==> config.mk <==
export PLATFORM = sky130hd
export DESIGN_NAME = rxq_errlock
export DESIGN_NICKNAME = d
export VERILOG_FILES = /design/src/rtl/rxq_pkg.sv /design/src/rtl/rxq_store.sv /design/src/rtl/rxq_irq_ctl.sv /design/src/rtl/rxq_errlock.sv
export SDC_FILE = /design/constraint.sdc
export NUM_CORES = 1
export LEC_CHECK = 0
export BUFFER_PORTS_ARGS = -buffer_cell sky130_fd_sc_hd__buf_2
export CAP_MARGIN = 40
export CORE_ASPECT_RATIO = 1.25
export CORE_MARGIN = 2
export CORE_UTILIZATION = 25
export DETAILED_ROUTE_END_ITERATION = 12
export PLACE_DENSITY_LB_ADDON = 0.08
export SYNTH_ARGS = -nofsm -noshare
export SYNTH_HDL_FRONTEND = slang
export SYNTH_SLANG_ARGS = --single-unit
==> constraint.sdc <==
create_clock -name clk -period 2.6 [get_ports clk]
set_clock_uncertainty 0.05 [all_clocks]
set_input_delay 0.52 -clock clk [delete_from_list [all_inputs] [get_ports clk]]
set_output_delay 0.52 -clock clk [all_outputs]
set_load 0.02 [all_outputs]
==> src/rtl/rxq_pkg.sv <==
package rxq_pkg;

    localparam int RXQ_DW = 8;

    typedef struct packed {
        logic [RXQ_DW-1:0] data;
        logic              par;
        logic              ovr;
        logic              frm;
    } rxq_ent_t;

    typedef enum logic [1:0] {
        RXQ_IRQ_OFF   = 2'd0,
        RXQ_IRQ_FIRST = 2'd1,
        RXQ_IRQ_ALL   = 2'd2,
        RXQ_IRQ_SPEC  = 2'd3
    } rxq_mode_e;

    function automatic logic rxq_is_special(rxq_ent_t e, logic par_en);
        return e.ovr | e.frm | (e.par & par_en);
    endfunction

    function automatic logic rxq_mode_locks(rxq_mode_e m);
        return (m == RXQ_IRQ_FIRST) || (m == RXQ_IRQ_SPEC);
    endfunction

endpackage

==> src/rtl/rxq_store.sv <==
module rxq_store
    import rxq_pkg::*;
#(
    parameter int DEPTH = 3
) (
    input  logic     clk,
    input  logic     rst,
    input  logic     push,
    input  rxq_ent_t push_ent,
    input  logic     pop,
    output rxq_ent_t head,
    output logic     empty,
    output logic     full
);
    localparam int PW = (DEPTH > 1) ? $clog2(DEPTH) : 1;
    localparam int CW = $clog2(DEPTH + 1);

    rxq_ent_t        mem [DEPTH];
    logic [PW-1:0]   wptr, rptr, last;
    logic [CW-1:0]   count;
    logic            do_pop, do_push, do_ovw;

    function automatic logic [PW-1:0] bump(logic [PW-1:0] p);
        return (p == PW'(DEPTH - 1)) ? '0 : p + PW'(1);
    endfunction

    assign empty   = (count == '0);
    assign full    = (count == CW'(DEPTH));
    assign do_pop  = pop && !empty;
    assign do_push = push && (!full || do_pop);
    assign do_ovw  = push && full && !do_pop;
    assign last    = (wptr == '0) ? PW'(DEPTH - 1) : wptr - PW'(1);
    assign head    = mem[rptr];

    for (genvar i = 0; i < DEPTH; i++) begin : g_slot
        always_ff @(posedge clk) begin
            if (rst) begin
                mem[i] <= '0;
            end else if (do_push && wptr == PW'(i)) begin
                mem[i] <= push_ent;
            end else if (do_ovw && last == PW'(i)) begin
                mem[i]     <= push_ent;
                mem[i].ovr <= 1'b1;
            end
        end
    end

    always_ff @(posedge clk) begin
        if (rst) begin
            wptr  <= '0;
            rptr  <= '0;
            count <= '0;
        end else begin
            if (do_push) wptr <= bump(wptr);
            if (do_pop)  rptr <= bump(rptr);
            case ({do_push, do_pop})
                2'b10:   count <= count + CW'(1);
                2'b01:   count <= count - CW'(1);
                default: count <= count;
            endcase
        end
    end

    // occupancy never exceeds the depth
    a_r1_count_bound: assert property (@(posedge clk) disable iff (rst)
        count <= CW'(DEPTH));

    // a write into a full queue keeps it full
    a_r2_ovw_stays_full: assert property (@(posedge clk) disable iff (rst)
        (push && full && !pop) |=> full);

    // the overwritten slot carries the overrun flag
    a_r2_ovw_flag: assert property (@(posedge clk) disable iff (rst)
        (push && full && !pop) |=> mem[$past(last)].ovr);

endmodule

==> src/rtl/rxq_irq_ctl.sv <==
module rxq_irq_ctl
    import rxq_pkg::*;
(
    input  logic      clk,
    input  logic      rst,
    input  rxq_mode_e mode,
    input  logic      par_special,
    input  logic      err_reset,
    input  logic      pop_fire,
    input  rxq_ent_t  head,
    input  logic      empty,
    output logic      locked,
    output logic      irq,
    output logic [2:0] err_stat
);
    rxq_mode_e mode_q;
    logic      armed, sc_pend, lock_evt, char_irq;

    assign lock_evt = pop_fire && rxq_is_special(head, par_special)
                      && rxq_mode_locks(mode);

    always_ff @(posedge clk) begin
        if (rst) begin
            mode_q   <= RXQ_IRQ_OFF;
            armed    <= 1'b0;
            locked   <= 1'b0;
            sc_pend  <= 1'b0;
            err_stat <= '0;
        end else begin
            mode_q <= mode;
            if (lock_evt) begin
                locked   <= 1'b1;
                sc_pend  <= 1'b1;
                err_stat <= {head.par, head.ovr, head.frm};
            end else if (err_reset) begin
                locked   <= 1'b0;
                sc_pend  <= 1'b0;
                err_stat <= '0;
            end
            if ((mode == RXQ_IRQ_FIRST && mode_q != RXQ_IRQ_FIRST) || err_reset)
                armed <= 1'b1;
            else if (pop_fire)
                armed <= 1'b0;
        end
    end

    always_comb begin
        case (mode)
            RXQ_IRQ_ALL:   char_irq = !empty;
            RXQ_IRQ_FIRST: char_irq = armed && !empty && !locked;
            default:       char_irq = 1'b0;
        endcase
    end

    assign irq = (mode != RXQ_IRQ_OFF) && (char_irq || sc_pend);

    // latched status holds while locked
    a_r8_stat_hold: assert property (@(posedge clk) disable iff (rst)
        (locked && !err_reset) |=> $stable(err_stat));

    // error reset releases the lock
    a_r9_reset_unlocks: assert property (@(posedge clk) disable iff (rst)
        (err_reset && !lock_evt) |=> !locked);

    // every-character mode never creates a lock
    a_r4_all_no_lock: assert property (@(posedge clk) disable iff (rst)
        (mode == RXQ_IRQ_ALL && !locked) |=> !locked);

    // interrupts off means no interrupt
    a_r10_off_quiet: assert property (@(posedge clk) disable iff (rst)
        (mode == RXQ_IRQ_OFF) |-> !irq);

endmodule

==> src/rtl/rxq_errlock.sv <==
module rxq_errlock
    import rxq_pkg::*;
#(
    parameter int DEPTH = 3
) (
    input  logic              clk,
    input  logic              rst,
    input  logic              wr_en,
    input  logic [RXQ_DW-1:0] wr_data,
    input  logic              wr_par_err,
    input  logic              wr_frm_err,
    input  logic              rd_en,
    output logic              rd_valid,
    output logic [RXQ_DW-1:0] rd_data,
    output logic              rd_par_err,
    output logic              rd_ovr_err,
    output logic              rd_frm_err,
    input  logic [1:0]        irq_mode,
    input  logic              par_special,
    input  logic              err_reset,
    output logic [2:0]        err_stat,
    output logic              dma_req,
    output logic              irq
);
    rxq_ent_t  in_ent, head;
    logic      empty, full, locked, pop_fire;
    rxq_mode_e mode;

    assign mode     = rxq_mode_e'(irq_mode);
    assign in_ent   = '{data: wr_data, par: wr_par_err, ovr: 1'b0, frm: wr_frm_err};
    assign pop_fire = rd_en && !empty && !locked;

    rxq_store #(.DEPTH(DEPTH)) u_store (
        .clk      (clk),
        .rst      (rst),
        .push     (wr_en),
        .push_ent (in_ent),
        .pop      (pop_fire),
        .head     (head),
        .empty    (empty),
        .full     (full)
    );

    rxq_irq_ctl u_ctl (
        .clk         (clk),
        .rst         (rst),
        .mode        (mode),
        .par_special (par_special),
        .err_reset   (err_reset),
        .pop_fire    (pop_fire),
        .head        (head),
        .empty       (empty),
        .locked      (locked),
        .irq         (irq),
        .err_stat    (err_stat)
    );

    assign rd_valid   = !empty;
    assign rd_data    = head.data;
    assign rd_par_err = head.par;
    assign rd_ovr_err = head.ovr;
    assign rd_frm_err = head.frm;
    assign dma_req    = !empty && !locked;

    // the head character is held while locked
    a_r7_head_held: assert property (@(posedge clk) disable iff (rst)
        (locked && !empty && !err_reset) |=> $stable(head));

    // no DMA request while locked
    a_r11_no_dma_locked: assert property (@(posedge clk) disable iff (rst)
        locked |-> !dma_req);

    // a full queue always requests DMA unless locked
    a_r11_full_requests: assert property (@(posedge clk) disable iff (rst)
        (full && !locked) |-> dma_req);

endmodule

# After elaboration in Yosys (flattened, before gate mapping)
# Memory sizes are Yosys's and may differ from the RTL's. A register that Yosys moved wholly into a read port is not among the register bits.
# Index checks and enable logic that the tools add are counted.
# totals
ram_bits	33
elab_cells	116
latch_bits	0
regBits	13
in_bits	18
memories	1
romBits	0
# classes
n_eq_ne	12
order_cmp	0
muxes	45
reduce_logical	34
bitwise_logic	12
shift	0
n_div	0
mul	0
n_addsub	5
# memory_table
memory	depth	word_bits	rd	rd_ports_with_merged_regs	wr	line_no	rtl
u_store.mem	3	11	1	1	3	rxq_store.sv:18	rxq_ent_t mem [DEPTH];
# ops
operator	count
11-bit 2-to-1 mux	6
1-bit 2-to-1 mux	30
1-bit logical AND	19
2-bit == test (second input constant)	7
1-bit bitwise OR	11
2-bit 2-to-1 mux	5
2-bit by 1-bit == test with 1-bit output (second input constant)	4
2-bit nonzero test	4
2-bit by 1-bit adder with 2-bit output (second input constant)	3
2-bit logical NOT	3
3-bit 2-to-1 mux	2
1-bit logical NOT	4
1-bit logical OR	4
2-bit one-hot mux with 2 select lines	1
2-bit by 1-bit subtractor with 2-bit output (second input constant)	2
2-bit by 1-bit inequality test with 1-bit output (second input constant)	1
1-bit one-hot mux with 2 select lines	1
1-bit AND	1

# Longest topological paths before layout
# depth
depth_word	14
ltp_mapped	6

# By module
# A second synthesis with hierarchy kept.
# unflattened
cells_unflattened	223
hier_area_um2	2428.6
# modules_own_cells
module	seq_area_each_um2	n_inst	area_per_inst_um2	cells_each
rxq_store	1151.1	1	2048.2	179
rxq_irq_ctl	140.1	1	356.6	40
rxq_errlock	0.0	1	23.8	4

# Worst setup path after synthesis
# OpenSTA, ideal clock, no wires.
# synth_timing
kind	input-to-reg
start	input port rd_en
end	memory u_store.mem[0][0] (netlist bit), enable pin
path_stages	5
arrival_time_ns	1.857
t_required_ns	2.156
setup_time_ns	0.394
setup_slack_ns	0.298
path_cell_list	nand2b_4 and3_1 buf_2 mux2i_1 o21ai_0
# synth_lines
element	line_no	rtl
start: declaration	rxq_errlock.sv:12	input logic rd_en,
end: declaration	rxq_store.sv:18	

==> results.toml <==
[cts]
path_clk_slew_ns = 0.09
cts_max_level = 2
clock_sinks = 48
root_buffer = "clkbuf_8"
clock_latency_ns = 0.30
post-cts-setup-buffer-count = 0
cts_resized = 0
numCtsBuffers = 5
ctsLongestPathBuffers = 2
cts_tree = "done"
ctsHoldBuffers = 0

[worst_setup_path]
reg2reg_slack_ns = 0.67
crit_type = "reg2out"
cp-start-kind = "flop"
rr_endpoint = "u_store.count[1]"
r2r_cells = 5
max_stage_delay_ns = 0.57
cp_cell_sequence = "buf_4 > mux2i_1 > o21a_1 > inv_1 > buf_2"
arrival_ns = 1.82
endpoint_kind = "primary output"
cp.required_ns = 2.03
cp-endpoint = "rd_ovr_err"
cp_slowest_cell = "dfxtp_1"
critPathMaxFanout = 6
r2r_start = "u_store.count[0]"

[sta]
worst_slew_pin_slew_ns = 0.503
finalSetupViolations = 0
min_period_ns = 2.39
rsz0062_at_grt = "false"
layout_setup_ws_ns = 0.214
hold_violations = 0
finalCritPeriodShare = 0.918
fmax_mhz = 419
tns_ns = 0
slew_viol_final = 0
maxSlewHeadroom = 0.664

[synth]
ys_warn_count = 0
syn_avg_cell_area_um2 = 10.7
synthTopCellsByArea = "edfxtp_1 (43%), dfxtp_1 (13%), nor2_1 (7.1%)"
synth_area_mm2 = 0.00228
netlist.area_leader.share = 0.435
syn_inst = 213
yosysUniqueCellTypes = 35
syn-num-nets = 242
synth_top_cell_by_area = "edfxtp_1"
ys_seq_elements = 48
ys_seq_area_frac = 0.566

[drt]
vias = 1605
routed_wl_mm = 5.24
ant_nets = 0
wire_per_inst_um = 13.9
avgViaCountPerCell = 4.27
drtIter0Drc = 70
drt_first_pass_iters = 4
drc = 0

[place]
dpl.cell_count = 368
placed_cell_area_mm2 = 0.00263
pre_cts_ws_ns = 0.495
place_congestion = 0.660
portBuffers = 34
hpwl_mm = 3.69

[die]
dieArea_mm2 = 0.00990
io_pins = 35
dieWidth_um = 89.4
core-area_mm2 = 0.00880
die_h_um = 111
rows = 38
initial_utilization = 0.259

[global_route]
grt_use_total = 0.112
grt_pass1_vias = 1620
grt_max_degree = 15
grt_first_pass_wirelength_mm = 8.41
grt_antenna_before_repair = 0
grt-ovfl-total = 0

[cells_and_area]
final_nets = 284
fin_cells = 376
final_area_mm2 = 0.00271
area_delta_synth_final_pct = 18.8
insertedDiodeCount = 0
drive_gt1_frac = 0.219

[power]
vdd_drop_max_v = 0.000285
power-per-cell-area_mw_per_mm2 = 740
p_total_mw = 2.00
cellLeakagePower_nw = 1.09

[job]
max_cap_viol_count = 0

[run_status]
status = "finished clean"

[worst_hold_path]
holdCritPathClass = "reg2reg"
cell usage in the layout (no fill, tap or decap), drive strengths merged:
cell type	Yosys	final
buf	6	44
nor2	43	43
edfxtp	33	33
nand2	22	22
o21ai	16	16
mux2i	15	15
dfxtp	15	15
inv	11	11
ha	11	11
a21oi	7	7
clkbuf	3	7
and3	4	4
mux2	2	2
o21a	2	2
nand4	2	2
o22ai	2	2
o311a	2	2
nand2b	2	2
clkinv	1	2
or3	2	2
a31o	1	1
a21o	1	1
a31oi	1	1
xnor2	1	1
and2b	1	1
a2111oi	1	1
nor3	1	1
xor2	1	1
nand3b	1	1
nor3b	1	1
nand3	1	1
o2111ai	1	1
synthesized netlist by cell type, drive strengths merged:
library cell / number
a2111oi: 1
nand2: 22
nor2: 43
nand2b: 2
nor3: 1
o2111ai: 1
ha: 11
a21oi: 7
o22ai: 2
buf: 6
clkinv: 1
o21ai: 16
mux2i: 15
nand3: 1
clkbuf: 3
a21o: 1
o21a: 2
dfxtp: 15
nor3b: 1
mux2: 2
a31o: 1
o311a: 2
or3: 2
nand4: 2
nand3b: 1
edfxtp: 33
and2b: 1
and3: 4
xor2: 1
inv: 11
a31oi: 1
xnor2: 1
registers in the layout, summed over array words and instances, names as in the netlist, named ones only:
register,count
u_store.mem,33
u_ctl.mode_q,2
u_ctl.err_stat,3
u_ctl.sc_pend,1
u_store.count,2
u_store.rptr,2
u_ctl.armed,1
u_store.wptr,2
through the flow:
step	utilization	hold WS (ns)
2_1_floorplan	-	0.401
3_3_place_gp	0.298	0.424
3_5_place_dp	0.299	0.429
4_1_cts	0.308	0.443
5_1_grt	0.308	0.464
6_report	0.308	0.444
kinds of logic (layout without fill, tap and decap cells):
group	count (synthesis)	count (layout)	synth area share
AND/OR/NAND/NOR	80	80	0.154
buffers and inverters	21	64	0.0406
multiplexers	17	17	0.0790
flip-flops	48	48	0.566
AO/OA/AOI/OAI	34	34	0.0917
adder cells (fa/ha/maj)	11	11	0.0604
XOR/XNOR	2	2	0.00769
worst min-delay path by stage:
stage	start	endpoint	slack, ns	depth (start not counted)
2_1_floorplan	u_ctl.armed	u_ctl.armed	0.40	2
3_3_place_gp	u_ctl.armed	u_ctl.armed	0.42	2
3_5_place_dp	u_ctl.armed	u_ctl.armed	0.43	2
4_1_cts	u_ctl.armed	u_ctl.armed	0.44	2
5_1_grt	u_ctl.armed	u_ctl.armed	0.46	2
6_report	u_ctl.armed	u_ctl.armed	0.44	2
per-layer routing:
metal / share of wire / wire length (µm) / GRT usage / vias to the layer above
met3: 0.047 / 246 / 0.0343 / 4
li1: - / - / - / 819
met4: 0.0092 / 48 / 0.0269 / 0
met2: 0.48 / 2540 / 0.190 / 32
met5: 0 / 0 / 0 / -
met1: 0.46 / 2410 / 0.136 / 750
power breakdown:
| group | switching [mW] | leakage [nW] | internal [mW] |
|---|---|---|---|
| registers | 0.0600 | 0.471 | 0.901 |
| logic | 0.378 | 0.581 | 0.231 |
| clock network | 0.245 | 0.0422 | 0.189 |
cell type report:
type                    count  area (µm²)
fillers                   941        6090
flip-flops and latches     48        1290
multi-input cells         144         896
repair buffers             44         245
well taps                 120         150
clock buffers               7        76.3
inverters                  12        45.0
clock inverters             1        5.00
critical path: cells and delay by family, from the launching register on:
kind / cells / cell delay (ns)
multiplexers: 1 / 0.22
flip-flops: 1 / 0.57
AO/OA/AOI/OAI: 1 / 0.20
buffers and inverters: 3 / 0.53
(Power assumes the default switching activity.)
